**config.mk**
```make
export PLATFORM = sky130hd
export DESIGN_NAME = shared_pin_arbiter
export DESIGN_NICKNAME = d
export VERILOG_FILES = /design/src/rtl/arb_pkg.sv /design/src/rtl/arb_ctrl.sv /design/src/rtl/arb_datapath.sv /design/src/rtl/shared_pin_arbiter.sv
export SDC_FILE = /design/constraint.sdc
export NUM_CORES = 1
export LEC_CHECK = 0
export CAP_MARGIN = 20
export CORE_MARGIN = 1
export CORE_UTILIZATION = 39
export DETAILED_ROUTE_END_ITERATION = 16
export PLACE_DENSITY_LB_ADDON = 0.05
export SYNTH_ARGS = -nofsm -noshare
export SYNTH_HDL_FRONTEND = slang
export SYNTH_SLANG_ARGS = --single-unit
```
**constraint.sdc**
```tcl
create_clock -name clk -period 1.6 [get_ports clk]
set_clock_uncertainty 0.1 [all_clocks]
set_input_delay 0.24 -clock clk [delete_from_list [all_inputs] [get_ports clk]]
set_output_delay 0.24 -clock clk [all_outputs]
set_load 0.1 [all_outputs]
```
**src/rtl/arb_pkg.sv**
```systemverilog
package arb_pkg;
  // strobes from the control to the datapath
  typedef struct packed {
    logic grantNew;   // load the round-robin winner as new owner
    logic dropOwner;  // owner released the bus, clear its grant
  } arbStrobe_t;
endpackage

```
**src/rtl/arb_ctrl.sv**
```systemverilog
module arb_ctrl
  import arb_pkg::*;
(
  input  logic       clk,
  input  logic       rstN,
  input  logic       anyReq,
  input  logic       ownerReq,
  output arbStrobe_t strobe
);
  logic busy;

  always_comb begin
    strobe.dropOwner = busy & ~ownerReq;
    strobe.grantNew  = (~busy | ~ownerReq) & anyReq;
  end

  always_ff @(posedge clk or negedge rstN) begin
    if (!rstN) busy <= 1'b0;
    else       busy <= strobe.grantNew | (busy & ownerReq);
  end

  // a release with a waiting host leaves the bus owned next cycle
  assert_handover_R7: assert property (@(posedge clk) disable iff (!rstN)
    (busy && !ownerReq && anyReq) |=> busy);
endmodule

```
**src/rtl/arb_datapath.sv**
```systemverilog
module arb_datapath
  import arb_pkg::*;
#(
  parameter int NUM_HOSTS = 4,
  parameter int SEL_W     = $clog2(NUM_HOSTS)
) (
  input  logic                 clk,
  input  logic                 rstN,
  input  logic [NUM_HOSTS-1:0] hostReq,
  input  logic [NUM_HOSTS-1:0] hostOeReq,
  input  arbStrobe_t           strobe,
  output logic                 anyReq,
  output logic                 ownerReq,
  output logic [NUM_HOSTS-1:0] grantVec,
  output logic [SEL_W-1:0]     ownerIdx,
  output logic                 pinOe
);
  localparam logic [SEL_W-1:0] LAST_IDX = SEL_W'(NUM_HOSTS - 1);

  logic [SEL_W-1:0] rrPtr;
  logic [SEL_W-1:0] winner;
  logic [SEL_W-1:0] nextPtr;
  logic             found;

  // first requester at or after the pointer, wrapping
  always_comb begin
    winner = '0;
    found  = 1'b0;
    for (int i = 0; i < NUM_HOSTS; i++) begin
      int idx;
      idx = int'(rrPtr) + i;
      if (idx >= NUM_HOSTS) idx = idx - NUM_HOSTS;
      if (!found && hostReq[idx]) begin
        found  = 1'b1;
        winner = SEL_W'(idx);
      end
    end
  end

  assign nextPtr  = (winner == LAST_IDX) ? '0 : winner + 1'b1;
  assign anyReq   = |hostReq;
  assign ownerReq = hostReq[ownerIdx];
  assign pinOe    = (|grantVec) & hostOeReq[ownerIdx];

  always_ff @(posedge clk or negedge rstN) begin
    if (!rstN) begin
      grantVec <= '0;
      ownerIdx <= '0;
      rrPtr    <= '0;
    end else if (strobe.grantNew) begin
      grantVec <= NUM_HOSTS'(1) << winner;
      ownerIdx <= winner;
      rrPtr    <= nextPtr;
    end else if (strobe.dropOwner) begin
      grantVec <= '0;
    end
  end

  assert_single_owner_R5: assert property (@(posedge clk) disable iff (!rstN)
    $onehot0(grantVec));

  assert_hold_while_req_R3: assert property (@(posedge clk) disable iff (!rstN)
    ((|grantVec) && ownerReq) |=> $stable(grantVec));

  for (genvar h = 0; h < NUM_HOSTS; h++) begin : g_hostChk
    assert_grant_needs_req_R2: assert property (@(posedge clk) disable iff (!rstN)
      $rose(grantVec[h]) |-> $past(hostReq[h]));
    assert_release_after_drop_R4: assert property (@(posedge clk) disable iff (!rstN)
      $fell(grantVec[h]) |-> !$past(hostReq[h]));
  end
endmodule

```
**src/rtl/shared_pin_arbiter.sv**
```systemverilog
module shared_pin_arbiter
  import arb_pkg::*;
#(
  parameter int NUM_HOSTS = 4,
  parameter bit SHARE_EN  = 1'b1,
  localparam int SEL_W    = $clog2(NUM_HOSTS)
) (
  input  logic                 clk,
  input  logic                 rstN,
  input  logic [NUM_HOSTS-1:0] hostReq,
  input  logic [NUM_HOSTS-1:0] hostOeReq,
  output logic [NUM_HOSTS-1:0] hostGrant,
  output logic [SEL_W-1:0]     ownerSel,
  output logic                 pinOe
);
  logic [NUM_HOSTS-1:0] reqEff;
  logic                 anyReq;
  logic                 ownerReq;
  arbStrobe_t           strobe;

  // without sharing, host 0 requests forever and never lets go
  if (SHARE_EN) begin : g_shared
    assign reqEff = hostReq;
  end else begin : g_fixed
    assign reqEff = NUM_HOSTS'(1) | (hostReq & '0);
  end

  arb_ctrl u_ctrl (
    .clk      (clk),
    .rstN     (rstN),
    .anyReq   (anyReq),
    .ownerReq (ownerReq),
    .strobe   (strobe)
  );

  arb_datapath #(.NUM_HOSTS(NUM_HOSTS), .SEL_W(SEL_W)) u_dp (
    .clk       (clk),
    .rstN      (rstN),
    .hostReq   (reqEff),
    .hostOeReq (hostOeReq),
    .strobe    (strobe),
    .anyReq    (anyReq),
    .ownerReq  (ownerReq),
    .grantVec  (hostGrant),
    .ownerIdx  (ownerSel),
    .pinOe     (pinOe)
  );

  assert_oe_needs_owner_R8: assert property (@(posedge clk) disable iff (!rstN)
    !(|hostGrant) |-> !pinOe);
endmodule

```
# Word-level counts from Yosys, hierarchy flattened
# Cells that the tools add are included.
dict set report totals {
  regBits 9
  output_inout_bits 7
  in_bits 10
  wordCells 70
}
dict set report classes {
  mux 30
  order_cmp 9
  n_addsub 8
  n_bitwise 8
  shifts 1
  n_eq_ne 1
  reduce_logical 9
}
# op n
set op_table {}
lappend op_table {{$lt A32 B4 Y1 const B} 4}
lappend op_table {{$mux W32} 4}
lappend op_table {{$ge A32 B4 Y1 const B} 3}
lappend op_table {{$sub A32 B4 Y32 const B} 3}
lappend op_table {{$mux W1} 13}
lappend op_table {{$bmux W1 S2} 6}
lappend op_table {{$mux W2} 5}
lappend op_table {{$mux W4} 2}
lappend op_table {{$reduce_or A4 Y1} 2}
lappend op_table {{$add A2 B2 Y3 const B} 2}
lappend op_table {{$and A1 B1 Y1} 4}
lappend op_table {{$shl A1 B2 Y4 const A} 1}
lappend op_table {{$sub A2 B3 Y4 const B} 1}
lappend op_table {{$add A2 B1 Y3 const B} 1}
lappend op_table {{$ge A2 B3 Y1 const B} 1}
lappend op_table {{$logic_and A1 B1 Y1} 3}
lappend op_table {{$logic_not A1 Y1} 3}
lappend op_table {{$lt A2 B3 Y1 const B} 1}
lappend op_table {{$add A2 B1 Y2 const B} 1}
lappend op_table {{$eq A2 B2 Y1 const B} 1}
lappend op_table {{$not A1 Y1} 2}
lappend op_table {{$or A1 B1 Y1} 2}
lappend op_table {{$reduce_bool A2 Y1} 1}

# Logic depth before layout (Yosys ltp)
dict set report depth {
  depth_word 17
  mapped_depth 6
  depth_no_buf 6
}

# Hierarchy
# A second synthesis with hierarchy kept.
dict set report unflattened {
  hier_cells 48
  hier_area_um2 554.3
}
# module seq_area_each_um2 cells_per_inst n_inst area_per_inst_um2
set modules_own_cells {}
lappend modules_own_cells {arb_datapath 200.2 44 1 508.0}
lappend modules_own_cells {arb_ctrl 25.0 4 1 46.3}

# Worst setup path after synthesis
# Ideal clock, no wire load.
dict set report synth_timing {
  path_type {register to output}
  from {reg u_dp.ownerIdx[1]}
  to {out pinOe}
  arrival_ps 2160
  path_stages_with_launch 3
  n_path_buf 0
  path_slack_ps -900
  required_ps 1260
  path_cell_list {dfrtp_1 > mux4_2 > o41a_1}
}
dict set report synth_via {
  elab_chain_cells 3
}
# element line
set synth_rtl {}
lappend synth_rtl {{start: declaration} arb_datapath.sv:15} ;# output logic [SEL_W-1:0] ownerIdx,
lappend synth_rtl {{start signal: assignment} arb_datapath.sv:52} ;# ownerIdx <= winner;
lappend synth_rtl {{$bmux W1 S2} arb_datapath.sv:43} ;# assign pinOe = (|grantVec) & hostOeReq[ownerIdx];
lappend synth_rtl {{$mux W1 (not written as such)} arb_datapath.sv:43}
lappend synth_rtl {{$and A1 B1 Y1} arb_datapath.sv:43}
lappend synth_rtl {{end: declaration} shared_pin_arbiter.sv:14} ;# output logic pinOe
# Every way passes these cells. The select of a mux whose other input is x is not followed.

# Worst setup path after layout
dict set report layout_timing {
  from {reg u_dp.ownerIdx[0]}
  to {out pinOe}
}
# Same word-level chain as after synthesis.

==> results.cfg <==
[cts]
clkLatencyLatePin_ns = 0.26
cts.path.max_buffers = 2
cts_sinks = 9
htree_levels = 1
clockRootBuffer = clkbuf_4
cts_tree = yes
clkTransAtPathRegs_ns = 0.06
cts_inserted_buffers = 3

[min_path]
min_path_type = in -> async

[power_and_ir_drop]
ir_drop_mv = 1.34
clkPwrFrac_pct = 7.2
seq_power_share_pct = 18.7
intPower_w = 0.00132
leakagePower_nw = 0.461
power_w = 0.00252
p_per_area_mw_per_mm2 = 2400
p_switching_w = 0.00120
p_comb_share_pct = 74.1
swShare_pct = 47.5

[synth]
syn_area_um2 = 558
synth_seq_cells = 9
syn_avg_cell_area_um2 = 12.7
synth_area_leaders = dfrtp_1 40%, ha_1 9.0%, a22o_1 6.3%
synthFlopType = dfrtp_1
yosysWarnings = 0
synth_nets = 58
async_flop_share_pct = 100
yosys.area.top_type = dfrtp_1
synth-edff-count = 0
yosysMostFrequentCell = dfrtp_1
synth_top_area_share_pct = 40.4
synth-seq-area-share_pct = 40.4
synth_cells = 44
synthTopCellsByCount = 9 x dfrtp_1, 4 x a22o_1, 4 x ha_1, 4 x nand2b_1
synth_cell_type_count = 21

[critical_path]
critPathKind = reg -> out
reg2reg_to = u_dp.rrPtr[1]
cp_data_arrival_time_ns = 1.48
cp_cell_sequence = mux4_2 > o41a_4 > buf_12
crit_path_top_delay_cell = mux4_2
critPathMaxStageDelay_ns = 0.50
r2r_slack_ns = -0.12
start_kind = register
endpoint_kind = primary output
worstPathRequired_ns = 1.26
reg2reg_depth = 5
cp_max_fo = 2
r2r_start = u_dp.rrPtr[1]

[global_route]
grt_max_degree = 10
grt.total_usage_pct = 21.8
antenna_found_initial = 0
grt_first_pass_wirelength_mm = 2.10
grt_pass1_vias = 471
grt-ovfl-total = 0

[sta]
hold_slack_ns = 0.174
tightest_slew_ns = 0.419
drv_slew = 0
rsz0062_at_grt = true
hold_violations = 0
fmax_ghz = 0.551
setup_viol = 9
relSlewSlack_pct = 72.0
setup_ws_ns = -0.216
period_minus_slack_ns = 1.82
period_share_pct = 113
setup_tns_ns = -0.658

[floorplan]
dieArea_mm2 = 0.00159
core_mm2 = 0.00132
rows = 13
chipHeight_um = 39.8
pin_count = 17
die_w_um = 39.8
initial_utilization_pct = 42.4

[cells_and_area]
finalNonFillerCells = 95
nets = 95
n_antenna_cell = 0
finalInstanceArea_mm2 = 0.00105
syn2layout_area_growth_pct = 88.1
drive_gt1_share_pct = 62.5

[flow_run]
drv_cap = 0

[placed_design]
dpl_cell_area_um2 = 918
gp_congestion = 0.765
io_buffer_count = 16
hpwlAfterDp_um = 939
numPlacedInstances = 87

[detailed_routing]
via_per_inst = 5.19
via_count = 493
drtIter0Drc = 3
avgRoutedWirePerCell_um = 15.0
drc = 0
ant_nets = 0
wl_mm = 1.43
drtPass1Iterations = 2

[outcome]
violations = setup timing
outcome = finished with violations
metal layers:
layer	global-route usage (%)	vias up	part of all wire [%]	wire, um
li1	-	240	-	-
met1	25.1	240	44	633
met2	34.8	11	52	738
met3	8.52	2	3.1	44
met4	10.3	0	0.56	8
met5	0	-	0	0
metrics by stage:
step | utilization [%] | setup slack, ns
2_1_floorplan | - | -0.163
3_3_place_gp | 69.7 | -0.399
3_5_place_dp | 69.7 | -0.418
4_1_cts | 74.4 | -0.226
5_1_grt | 79.7 | -0.266
6_report | 79.7 | -0.216
cells in the final DEF, fill, tap and decap left out:
| cell type | instances |
|---|---|
| mux2_2 | 1 |
| ha_1 | 1 |
| o2bb2ai_1 | 1 |
| and3b_1 | 1 |
| mux2i_2 | 1 |
| inv_2 | 2 |
| a311oi_4 | 1 |
| o22ai_2 | 1 |
| nand2_1 | 3 |
| dlygate4sd2_1 | 2 |
| mux4_2 | 1 |
| nand2b_1 | 2 |
| o21bai_1 | 1 |
| ha_2 | 1 |
| mux2_4 | 3 |
| clkbuf_4 | 3 |
| clkbuf_1 | 1 |
| nor2_1 | 2 |
| buf_4 | 13 |
| clkdlybuf4s50_1 | 7 |
| a21oi_4 | 2 |
| o22a_2 | 1 |
| o41a_4 | 1 |
| dfrtp_4 | 2 |
| buf_12 | 7 |
| mux2i_1 | 1 |
| dfrtp_2 | 3 |
| ha_4 | 2 |
| nand2b_4 | 2 |
| a22o_1 | 4 |
| buf_6 | 3 |
| dfrtp_1 | 4 |
power by group through the flow:
stage                     registers [W]  logic (W)  clock network, W
final                          0.000472    0.00187          0.000181
after global routing           0.000486    0.00197          0.000202
after CTS                      0.000460    0.00176          0.000185
after detailed placement       0.000478    0.00164                 0
after global placement         0.000480    0.00163                 0
after floorplan                0.000878   0.000611                 0
sequential cells by signal (all words and copies together) (netlist names):
register and count:
u_ctrl.busy 1, u_dp.grantVec 4, u_dp.rrPtr 2, u_dp.ownerIdx 2
worst max-delay path: cells and delay by family (launching register included):
kind / cells / cell delay (ns)
muxes: 1 / 0.50
DFF: 1 / 0.41
buffers and inverters: 1 / 0.17
AOI/OAI and AO/OA: 1 / 0.13
kinds of logic after synthesis:
| family | Yosys count | synth area share, % |
|---|---|---|
| adder cells (fa/ha/maj) | 4 | 8.97 |
| flip-flops | 9 | 40.4 |
| AO/OA/AOI/OAI | 12 | 23.5 |
| buffers and inverters | 2 | 1.34 |
| multiplexers | 7 | 16.4 |
| AND/OR/NAND/NOR | 10 | 9.42 |
worst max path at each step:
stage / from / end / slack (ns)
floorplan: u_dp.ownerIdx[1] / u_dp.ownerIdx[0] / -0.16
global placement: hostReq[2] / u_dp.rrPtr[1] / -0.40
detailed placement: hostReq[2] / u_dp.rrPtr[1] / -0.42
CTS: u_dp.ownerIdx[0] / pinOe / -0.23
global route: u_dp.ownerIdx[0] / pinOe / -0.27
finish: u_dp.ownerIdx[0] / pinOe / -0.22
final cells by class:
| type | instances | area (um2) |
|---|---|---|
| clock buffer | 4 | 26.3 |
| fill | 84 | 268 |
| inverter | 2 | 7.51 |
| multi-input combinational | 33 | 402 |
| sequential | 9 | 236 |
| tap | 15 | 18.8 |
| timing repair buffer | 32 | 359 |
what timing repair did:
action / 4_1_cts / 5_1_grt
endpoints found under the setup margin: 9 / 9
setup buffers: 3 / 1
hold buffers: 0 / 0
resized for setup: 6 / 13
cloned: 0 / 0
pin swaps: 3 / 4
Note: power is estimated with default switching activity, not from simulation.
